$ cat config.mk
export PLATFORM = sky130hd
export DESIGN_NAME = relbr_unit
export DESIGN_NICKNAME = d
export VERILOG_FILES = /design/src/rtl/relbr_pkg.sv /design/src/rtl/relbr_decode.sv /design/src/rtl/relbr_cond.sv /design/src/rtl/relbr_target.sv /design/src/rtl/relbr_unit.sv
export SDC_FILE = /design/constraint.sdc
export NUM_CORES = 1
export LEC_CHECK = 0
export BUFFER_PORTS_ARGS = -buffer_cell sky130_fd_sc_hd__clkbuf_2
export CORE_UTILIZATION = 50
export CTS_BUF_LIST = sky130_fd_sc_hd__clkbuf_8
export DETAILED_ROUTE_END_ITERATION = 10
export HOLD_SLACK_MARGIN = 0.03
export PLACE_DENSITY = 0.92
export SYNTH_ARGS = -nofsm -noshare
export SYNTH_HDL_FRONTEND = slang
export SYNTH_HIERARCHICAL = 1
export SYNTH_SLANG_ARGS = --single-unit
export TNS_END_PERCENT = 20
$ cat constraint.sdc
create_clock -name clk -period 7.69 [get_ports clk]
set_clock_uncertainty 0.05 [all_clocks]
set_input_delay 1.538 -clock clk [delete_from_list [all_inputs] [get_ports clk]]
set_output_delay 1.538 -clock clk [all_outputs]
set_load 0.02 [all_outputs]
$ cat src/rtl/relbr_pkg.sv
package relbr_pkg;

  // Condition selector values; the numeric order is architectural.
  typedef enum logic [3:0] {
    SEL_ALWAYS = 4'd0,
    SEL_NEVER  = 4'd1,
    SEL_ZSET   = 4'd2,
    SEL_ZCLR   = 4'd3,
    SEL_NSET   = 4'd4,
    SEL_NCLR   = 4'd5,
    SEL_CSET   = 4'd6,
    SEL_CCLR   = 4'd7,
    SEL_UGT    = 4'd8,
    SEL_ULE    = 4'd9
  } sel_e;

  localparam int unsigned SEL_COUNT = 10;
  localparam logic [3:0]  BR_CLASS  = 4'hE;

  // Evaluate one selector against the flags.
  function automatic logic sel_hit(input int unsigned idx,
                                   input logic n, input logic c, input logic z);
    case (idx)
      0:       sel_hit = 1'b1;
      1:       sel_hit = 1'b0;
      2:       sel_hit = z;
      3:       sel_hit = ~z;
      4:       sel_hit = n;
      5:       sel_hit = ~n;
      6:       sel_hit = c;
      7:       sel_hit = ~c;
      8:       sel_hit = ~c & ~z;
      9:       sel_hit = c | z;
      default: sel_hit = 1'b0;
    endcase
  endfunction

endpackage

$ cat src/rtl/relbr_decode.sv
module relbr_decode #(
  parameter int unsigned WORD_W = 16,
  parameter int unsigned CLS_W  = 4,
  parameter int unsigned SEL_W  = 4,
  parameter int unsigned DISP_W = 8
) (
  input  logic [WORD_W-1:0] instr_i,
  output logic              is_branch_o,
  output logic [SEL_W-1:0]  sel_o,
  output logic [DISP_W-1:0] disp_o
);
  import relbr_pkg::*;

  localparam int unsigned DISP_LSB = CLS_W;
  localparam int unsigned SEL_LSB  = WORD_W - SEL_W;

  assign is_branch_o = (instr_i[CLS_W-1:0] == CLS_W'(BR_CLASS));
  assign sel_o       = instr_i[SEL_LSB +: SEL_W];
  assign disp_o      = instr_i[DISP_LSB +: DISP_W];

endmodule

$ cat src/rtl/relbr_cond.sv
module relbr_cond #(
  parameter int unsigned SEL_W  = 4,
  parameter int unsigned NUM_SEL = 10
) (
  input  logic             is_branch_i,
  input  logic [SEL_W-1:0] sel_i,
  input  logic             n_i,
  input  logic             c_i,
  input  logic             z_i,
  output logic             taken_o,
  output logic             invalid_o
);
  import relbr_pkg::*;

  localparam int unsigned TBL_W = 1 << SEL_W;

  logic [TBL_W-1:0] hit_vec;
  logic             defined;

  // One slot per possible selector; undefined slots read as zero.
  for (genvar g = 0; g < TBL_W; g++) begin : g_sel
    if (g < NUM_SEL) begin : g_def
      assign hit_vec[g] = sel_hit(g, n_i, c_i, z_i);
    end else begin : g_undef
      assign hit_vec[g] = 1'b0;
    end
  end

  assign defined   = (sel_i < SEL_W'(NUM_SEL));
  assign taken_o   = is_branch_i & defined & hit_vec[sel_i];
  assign invalid_o = is_branch_i & ~defined;

endmodule

$ cat src/rtl/relbr_target.sv
module relbr_target #(
  parameter int unsigned WORD_W = 16,
  parameter int unsigned DISP_W = 8
) (
  input  logic [WORD_W-1:0] pc_i,
  input  logic [DISP_W-1:0] disp_i,
  output logic [WORD_W-1:0] target_o
);

  localparam int unsigned EXT_W = WORD_W - DISP_W;

  logic [WORD_W-1:0] disp_ext;
  logic [WORD_W-1:0] disp_bytes;

  assign disp_ext   = {{EXT_W{disp_i[DISP_W-1]}}, disp_i};
  assign disp_bytes = {disp_ext[WORD_W-2:0], 1'b0};
  assign target_o   = pc_i + disp_bytes;

endmodule

$ cat src/rtl/relbr_unit.sv
module relbr_unit #(
  parameter int unsigned WORD_W  = 16,
  parameter int unsigned CLS_W   = 4,
  parameter int unsigned SEL_W   = 4,
  parameter int unsigned DISP_W  = 8,
  parameter int unsigned NUM_SEL = relbr_pkg::SEL_COUNT
) (
  input  logic              clk,
  input  logic              rst,
  input  logic [WORD_W-1:0] instr_i,
  input  logic [WORD_W-1:0] pc_i,
  input  logic              flag_n_i,
  input  logic              flag_c_i,
  input  logic              flag_z_i,
  output logic              taken_o,
  output logic [WORD_W-1:0] next_pc_o,
  output logic              invalid_o
);

  logic              is_br;
  logic [SEL_W-1:0]  sel;
  logic [DISP_W-1:0] disp;
  logic              take_c;
  logic              inval_c;
  logic [WORD_W-1:0] target_c;
  logic [WORD_W-1:0] next_c;

  relbr_decode #(
    .WORD_W(WORD_W), .CLS_W(CLS_W), .SEL_W(SEL_W), .DISP_W(DISP_W)
  ) u_dec (
    .instr_i(instr_i), .is_branch_o(is_br), .sel_o(sel), .disp_o(disp)
  );

  relbr_cond #(
    .SEL_W(SEL_W), .NUM_SEL(NUM_SEL)
  ) u_cond (
    .is_branch_i(is_br), .sel_i(sel),
    .n_i(flag_n_i), .c_i(flag_c_i), .z_i(flag_z_i),
    .taken_o(take_c), .invalid_o(inval_c)
  );

  relbr_target #(
    .WORD_W(WORD_W), .DISP_W(DISP_W)
  ) u_tgt (
    .pc_i(pc_i), .disp_i(disp), .target_o(target_c)
  );

  assign next_c = take_c ? target_c : pc_i;

  always_ff @(posedge clk) begin
    if (rst) begin
      taken_o   <= 1'b0;
      invalid_o <= 1'b0;
      next_pc_o <= '0;
    end else begin
      taken_o   <= take_c;
      invalid_o <= inval_c;
      next_pc_o <= next_c;
    end
  end

endmodule

==> reports/results.txt, run 1 <==
Crit-path slowest cell = fa_1
NumNets Final = 252
Initial Utilization = 52.2%
top_reg_cell synth = dfxtp_1
net switching power = 82.8 uW
CTS Sinks = 18
Antenna Cells = 0
CP arrival = 3.57 ns
Min-Delay Startpoint = pc_i[0]
postcts setup bufs = 0
asr flop ratio synth = 0%
Max stage delay on crit path = 0.40 ns
Max VDD drop = 0.109 mV
Tot Pwr = 267 uW
Post-Syn Area per Cell = 9.03 um2
Mapped Nets = 210
cell area after layout = 0.00165 mm2
Core Area = 0.00273 mm2
drt first-iter violations = 22
DRT Pass-1 Iters = 4
H-tree depth = 1
CP top delay family = compound AO/OA/AOI/OAI gates
filler instances = 245
Worst setup SP type = input port
crit-path cells = clkbuf_2 -> ha_1 -> fa_1 -> a21oi_1 -> o221a_4 -> o21a_1 -> o211ai_2 -> a21oi_2 -> xnor2_1 -> mux2i_1 -> nor2_1
Post-CTS Resized = 0
RSZ-0062 raised after global routing = no
average wire per standard cell = 12.4 um
Fmax = 287 MHz
GRT Total Usage = 17.8%
Die Y = 55.4 um
CTS max path bufs = 2
Clock power frac = 29.2%
Cell Area, Placed = 0.00160 mm2
Syn-to-layout area delta = 15.8%
Fin Setup TNS = 0 ns
placed insts = 226
fin util = 60.4%
Worst Max-Slew Pin Slew = 0.996 ns
largest cells by area after synthesis = dfxtp_1 25%, ha_1 12%, mux2i_1 12%, buf_4 6.8%, nor2_1 6.3%
post-route insts no fill = 230
CP Data Required Time = 7.77 ns
Antenna Violating Nets Remaining = 0
max_cap viols = 0
Synth Register Bits = 18
cts hold-fix bufs = 0
layout cell share with drive strength beyond 1 = 32.7%
total CTS buffers = 3
first-pass GRT wire length = 4500 um
cells after synthesis = 158
I/O pin cnt = 55
register share of total power = 37.3%
final wirelength = 2840 um
Syn Std Cell Area = 0.00143 mm2
# setup viols final = 0
number of flops mapped to enable cells by yosys = 0
largest net degree at the start of global routing = 19
most frequent cells in the layout = 54 x clkbuf_2, 24 x nor2_1, 18 x dfxtp_1
Final WS setup = 4.21 ns
min Tclk post-route = 3.48 ns
Hold Crit Class = input port to register
Synth top area share = 25.3%
buffer and inverter count on the worst path = 1
PD cells = 161 mW/mm2
commonest non-fill, non-tap cell in the layout = clkbuf_2
crit path kind = input port to register
number of remaining DRC errors = 0
initial antenna violation count = 0
static leakage = 0.769 nW
Power Internal = 184 uW
sw frac = 31.1%
CP endpoint kind = register
Yosys warning total = 6
Endpoint, Worst Hold = next_pc_o[0]$_SDFF_PP0_
outcome = finished, final reports clean
Placer Congestion = 0.886
vias in the first global route = 1060
via count = 1219
grt ovf = 0
area of the die = 0.00307 mm2
hpwl dp = 2200 um
Die X = 55.4 um
CTS tree = built
Comb power frac = 33.6%
Yosys cell types = 34
CTS root buf = clkbuf_8
clock slew at reported path FFs = 0.07 ns
sequential-to-total area share from yosys stat = 25.3%
worst slack, placed = 3.96 ns
final cycle utilization of the critical path = 45.3%
IO buf count = 54
Max FO, Critical Path = 3
Final Hold Vio Count = 0
final hold slack = 1.49 ns
Hold Path Depth = 3
Vias per Instance = 5.30
fin. max-slew vios = 0
row count = 19
Max-slew headroom = 33.6%
leading area contributor after synthesis = dfxtp_1
[area by class of cell]
type | count | area (um2) | area share [%]
Multi-Input combinational cell | 119 | 912 | 55.2
Sequential cell | 18 | 360 | 21.8
Timing Repair Buffer | 54 | 270 | 16.4
Clock buffer | 4 | 55.1 | 3.33
Tap cell | 31 | 38.8 | 2.35
Inverter | 4 | 15.0 | 0.909
[synthesized netlist by cell type, types with 2 or more instances]
| cell | n |
|---|---|
| nor2_1 | 24 |
| o21ai_0 | 2 |
| nor2b_1 | 3 |
| inv_1 | 4 |
| a211oi_2 | 2 |
| a21oi_1 | 8 |
| a31oi_1 | 2 |
| xnor2_1 | 9 |
| ha_1 | 14 |
| xor2_1 | 5 |
| nand2_1 | 7 |
| o21ai_1 | 2 |
| nand3_1 | 5 |
| mux2i_1 | 17 |
| o2111ai_1 | 2 |
| buf_2 | 2 |
| dfxtp_1 | 18 |
| a21oi_2 | 2 |
| and4b_1 | 2 |
| o21a_1 | 2 |
| buf_4 | 13 |
[tightest hold or removal path: cells and delay by family]
| family | cells | cell delay (ns) |
|---|---|---|
| buffers and inverters | 1 | 0.09 |
| and+or+nand+nor | 1 | 0.07 |
| muxes | 1 | 0.06 |
[how the worst max path moves through the flow]
stage               slack, ns  cells past startpoint  startpoint                  endpoint
finish                   4.21                     11     pc_i[1]  next_pc_o[15]$_SDFF_PP0_
global route             4.07                     11     pc_i[1]  next_pc_o[15]$_SDFF_PP0_
CTS                      4.21                     11     pc_i[1]  next_pc_o[15]$_SDFF_PP0_
detailed placement       3.96                     11     pc_i[1]  next_pc_o[15]$_SDFF_PP0_
global placement         4.05                     11     pc_i[1]  next_pc_o[15]$_SDFF_PP0_
floorplan                4.21                     11  instr_i[4]  next_pc_o[15]$_SDFF_PP0_
[per-layer routing]
metal | routed length [um] | part of all wire (%) | up-vias | track usage [%]
met1 | 1210 | 43 | 557 | 20.8
met3 | 122 | 4.3 | 2 | 1.87
li1 | - | - | 626 | -
met2 | 1490 | 52 | 34 | 33.6
met5 | 0 | 0 | - | 0
met4 | 19 | 0.67 | 0 | 5.36
[power groups by stage]
stage          clock network (mW)  logic, mW  registers [mW]
4_1_cts                    0.0779     0.0894          0.0994
5_1_grt                    0.0820     0.0980          0.0996
3_5_place_dp                    0     0.0877           0.102
6_report                   0.0777     0.0895          0.0993
2_1_floorplan                   0     0.0620           0.108
3_3_place_gp                    0     0.0845           0.101
[cell families (layout without fill, tap and decap cells)]
| kind of cell | count (synthesis) | count (layout) | synth area share, % |
|---|---|---|---|
| AOI/OAI and AO/OA | 29 | 29 | 15.2 |
| xor gates and xnor gates | 14 | 14 | 8.60 |
| adders and majority gates | 15 | 15 | 13.7 |
| buffers and inverters | 21 | 62 | 10.8 |
| DFF | 18 | 18 | 25.3 |
| muxes | 17 | 17 | 11.9 |
| and+or+nand+nor | 44 | 44 | 14.6 |
[state kept, by name, summed over array words and instances, names as in the netlist]
name,cells
invalid_o,1
next_pc_o,16
taken_o,1
Power figures use the tool's default switching activity.
==> inputs of run 2 (changes only) <==
CORE_UTILIZATION = 46   (was 50)
PLACE_DENSITY = 0.89   (was 0.92)
clock period = 3.2 ns   (was 7.69 ns; I/O delays follow)
==> run 2 against run 1 <==
  * Via count grew 1.8%
  * The flow now finishes with violations (DRC)
  * Utilization fell by 2.3 points
  * Sequential share of layout area is 0.099 points lower
  * Largest power group unchanged
  * Count of clock-buffer cells in the layout is the same
  * Non-clock buffer count is 1 higher
  * Highest routed layer unchanged
  * Combinational power is 140% higher
  * Final cell count is 0.43% higher
  * Clock power is 130% higher
  * First-iteration DRC count is 32% higher
==> reports/results.txt, run 2 (same netlist as run 1, synthesis figures left out) <==
Post-CTS Resized = 0
CTS tree = built
first-pass GRT wire length = 4500 um
Crit-path slowest cell = fa_1
largest net degree at the start of global routing = 19
hpwl dp = 2190 um
max reg flops = 16
initial antenna violation count = 0
crit-path cells = clkbuf_2 -> ha_1 -> fa_1 -> a21oi_1 -> o221a_4 -> o21a_1 -> o211ai_2 -> a21oi_2 -> xnor2_1 -> mux2i_1 -> nor2_1
total CTS buffers = 3
sw frac = 30.2%
GRT Total Usage = 17.2%
Top Registers = next_pc_o x16, invalid_o x1, taken_o x1
Core Area = 0.00285 mm2
outcome = finished, violations left
Hold Crit Class = input port to register
Worst Max-Slew Pin Slew = 0.376 ns
Biggest register = next_pc_o
min Tclk post-route = 2.51 ns
Clock power frac = 28.6%
I/O pin cnt = 55
Max VDD drop = 0.160 mV
Worst setup SP type = input port
Endpoint, Worst Hold = next_pc_o[10]$_SDFF_PP0_
static leakage = 0.775 nW
Antenna Violating Nets Remaining = 0
Max-slew headroom = 74.9%
Die Y = 57.7 um
CTS Sinks = 18
layout cell share with drive strength beyond 1 = 33.0%
drt first-iter violations = 29
final wirelength = 2700 um
grt ovf = 0
fin. max-slew vios = 0
Die X = 57.7 um
Placer Congestion = 0.868
PD cells = 381 mW/mm2
Fin Setup TNS = 0 ns
vias in the first global route = 1094
Antenna Cells = 0
Hold Path Depth = 3
crit path kind = input port to register
Syn-to-layout area delta = 16.3%
failing checks = DRC
number of remaining DRC errors = 2
H-tree depth = 1
clock slew at reported path FFs = 0.07 ns
average wire per standard cell = 11.7 um
Tot Pwr = 632 uW
CP endpoint kind = register
Fmax = 399 MHz
CP arrival = 2.59 ns
register share of total power = 37.8%
area of the die = 0.00333 mm2
Max stage delay on crit path = 0.42 ns
commonest non-fill, non-tap cell in the layout = clkbuf_2
cts hold-fix bufs = 0
IO buf count = 54
RSZ-0062 raised after global routing = no
Max FO, Critical Path = 3
most frequent cells in the layout = 54 x clkbuf_2, 24 x nor2_1, 18 x dfxtp_1
Final Hold Vio Count = 0
Vias per Instance = 5.37
NumNets Final = 253
CTS root buf = clkbuf_8
Comb power frac = 33.6%
DRT Pass-1 Iters = 7
CP Data Required Time = 3.28 ns
via count = 1241
Min-Delay Startpoint = pc_i[10]
Power Internal = 441 uW
# setup viols final = 0
final cycle utilization of the critical path = 78.4%
Worst setup startpoint = pc_i[1]
row count = 19
max_cap viols = 0
net switching power = 191 uW
Initial Utilization = 50.0%
postcts setup bufs = 0
CTS max path bufs = 2
-- run 2: how the worst max path moves through the flow --
stage	endpoint	slack, ns	depth (start not counted)
finish	next_pc_o[15]$_SDFF_PP0_	0.69	11
global route	next_pc_o[15]$_SDFF_PP0_	0.52	11
CTS	next_pc_o[15]$_SDFF_PP0_	0.69	11
detailed placement	next_pc_o[15]$_SDFF_PP0_	0.46	11
global placement	next_pc_o[15]$_SDFF_PP0_	0.50	11
floorplan	next_pc_o[15]$_SDFF_PP0_	0.62	11
-- run 2: worst max-delay path: cells and delay by family --
family / cells / cell delay (ns)
AO/OA/AOI/OAI: 5 / 0.96
buffers and inverters: 1 / 0.09
AND/OR/NAND/NOR: 1 / 0.05
XOR/XNOR: 1 / 0.07
multiplexers: 1 / 0.13
adder cells (fa/ha/maj): 2 / 0.64
-- run 2: metrics by stage --
stage          hold slack, ns  worst slack, ns  cells  utilization (%)  cell area [um2]
5_1_grt                 0.589            0.520    231             58.2             1660
4_1_cts                 0.589            0.693    231             58.2             1660
3_5_place_dp            0.848            0.456    227             56.2             1600
3_3_place_gp            0.845            0.504    227             56.2             1600
2_1_floorplan           0.734            0.620    158                -             1430
6_report                0.592            0.692    231             58.2             1660
-- run 2: layer usage --
metal | up-vias | routed length [um] | global-route usage [%]
met1 | 564 | 1130 | 20.1
met5 | - | 0 | 0
met2 | 43 | 1400 | 31.1
li1 | 630 | - | -
met4 | 0 | 32 | 7.14
met3 | 4 | 135 | 2.90
-- run 2: area by class of cell --
| class | count | area [um2] |
|---|---|---|
| Tap cell | 31 | 38.8 |
| Timing Repair Buffer | 55 | 278 |
| Sequential cell | 18 | 360 |
| Fill cell | 253 | 1190 |
| Inverter | 4 | 15.0 |
| Clock buffer | 4 | 55.1 |
| Multi-Input combinational cell | 119 | 912 |
-- run 2: power groups by stage --
stage          clock network, mW  registers [mW]  logic [mW]
2_1_floorplan                  0           0.260       0.149
6_report                   0.181           0.239       0.212
3_5_place_dp                   0           0.244       0.211
5_1_grt                    0.195           0.240       0.234
4_1_cts                    0.186           0.239       0.212
3_3_place_gp                   0           0.244       0.205
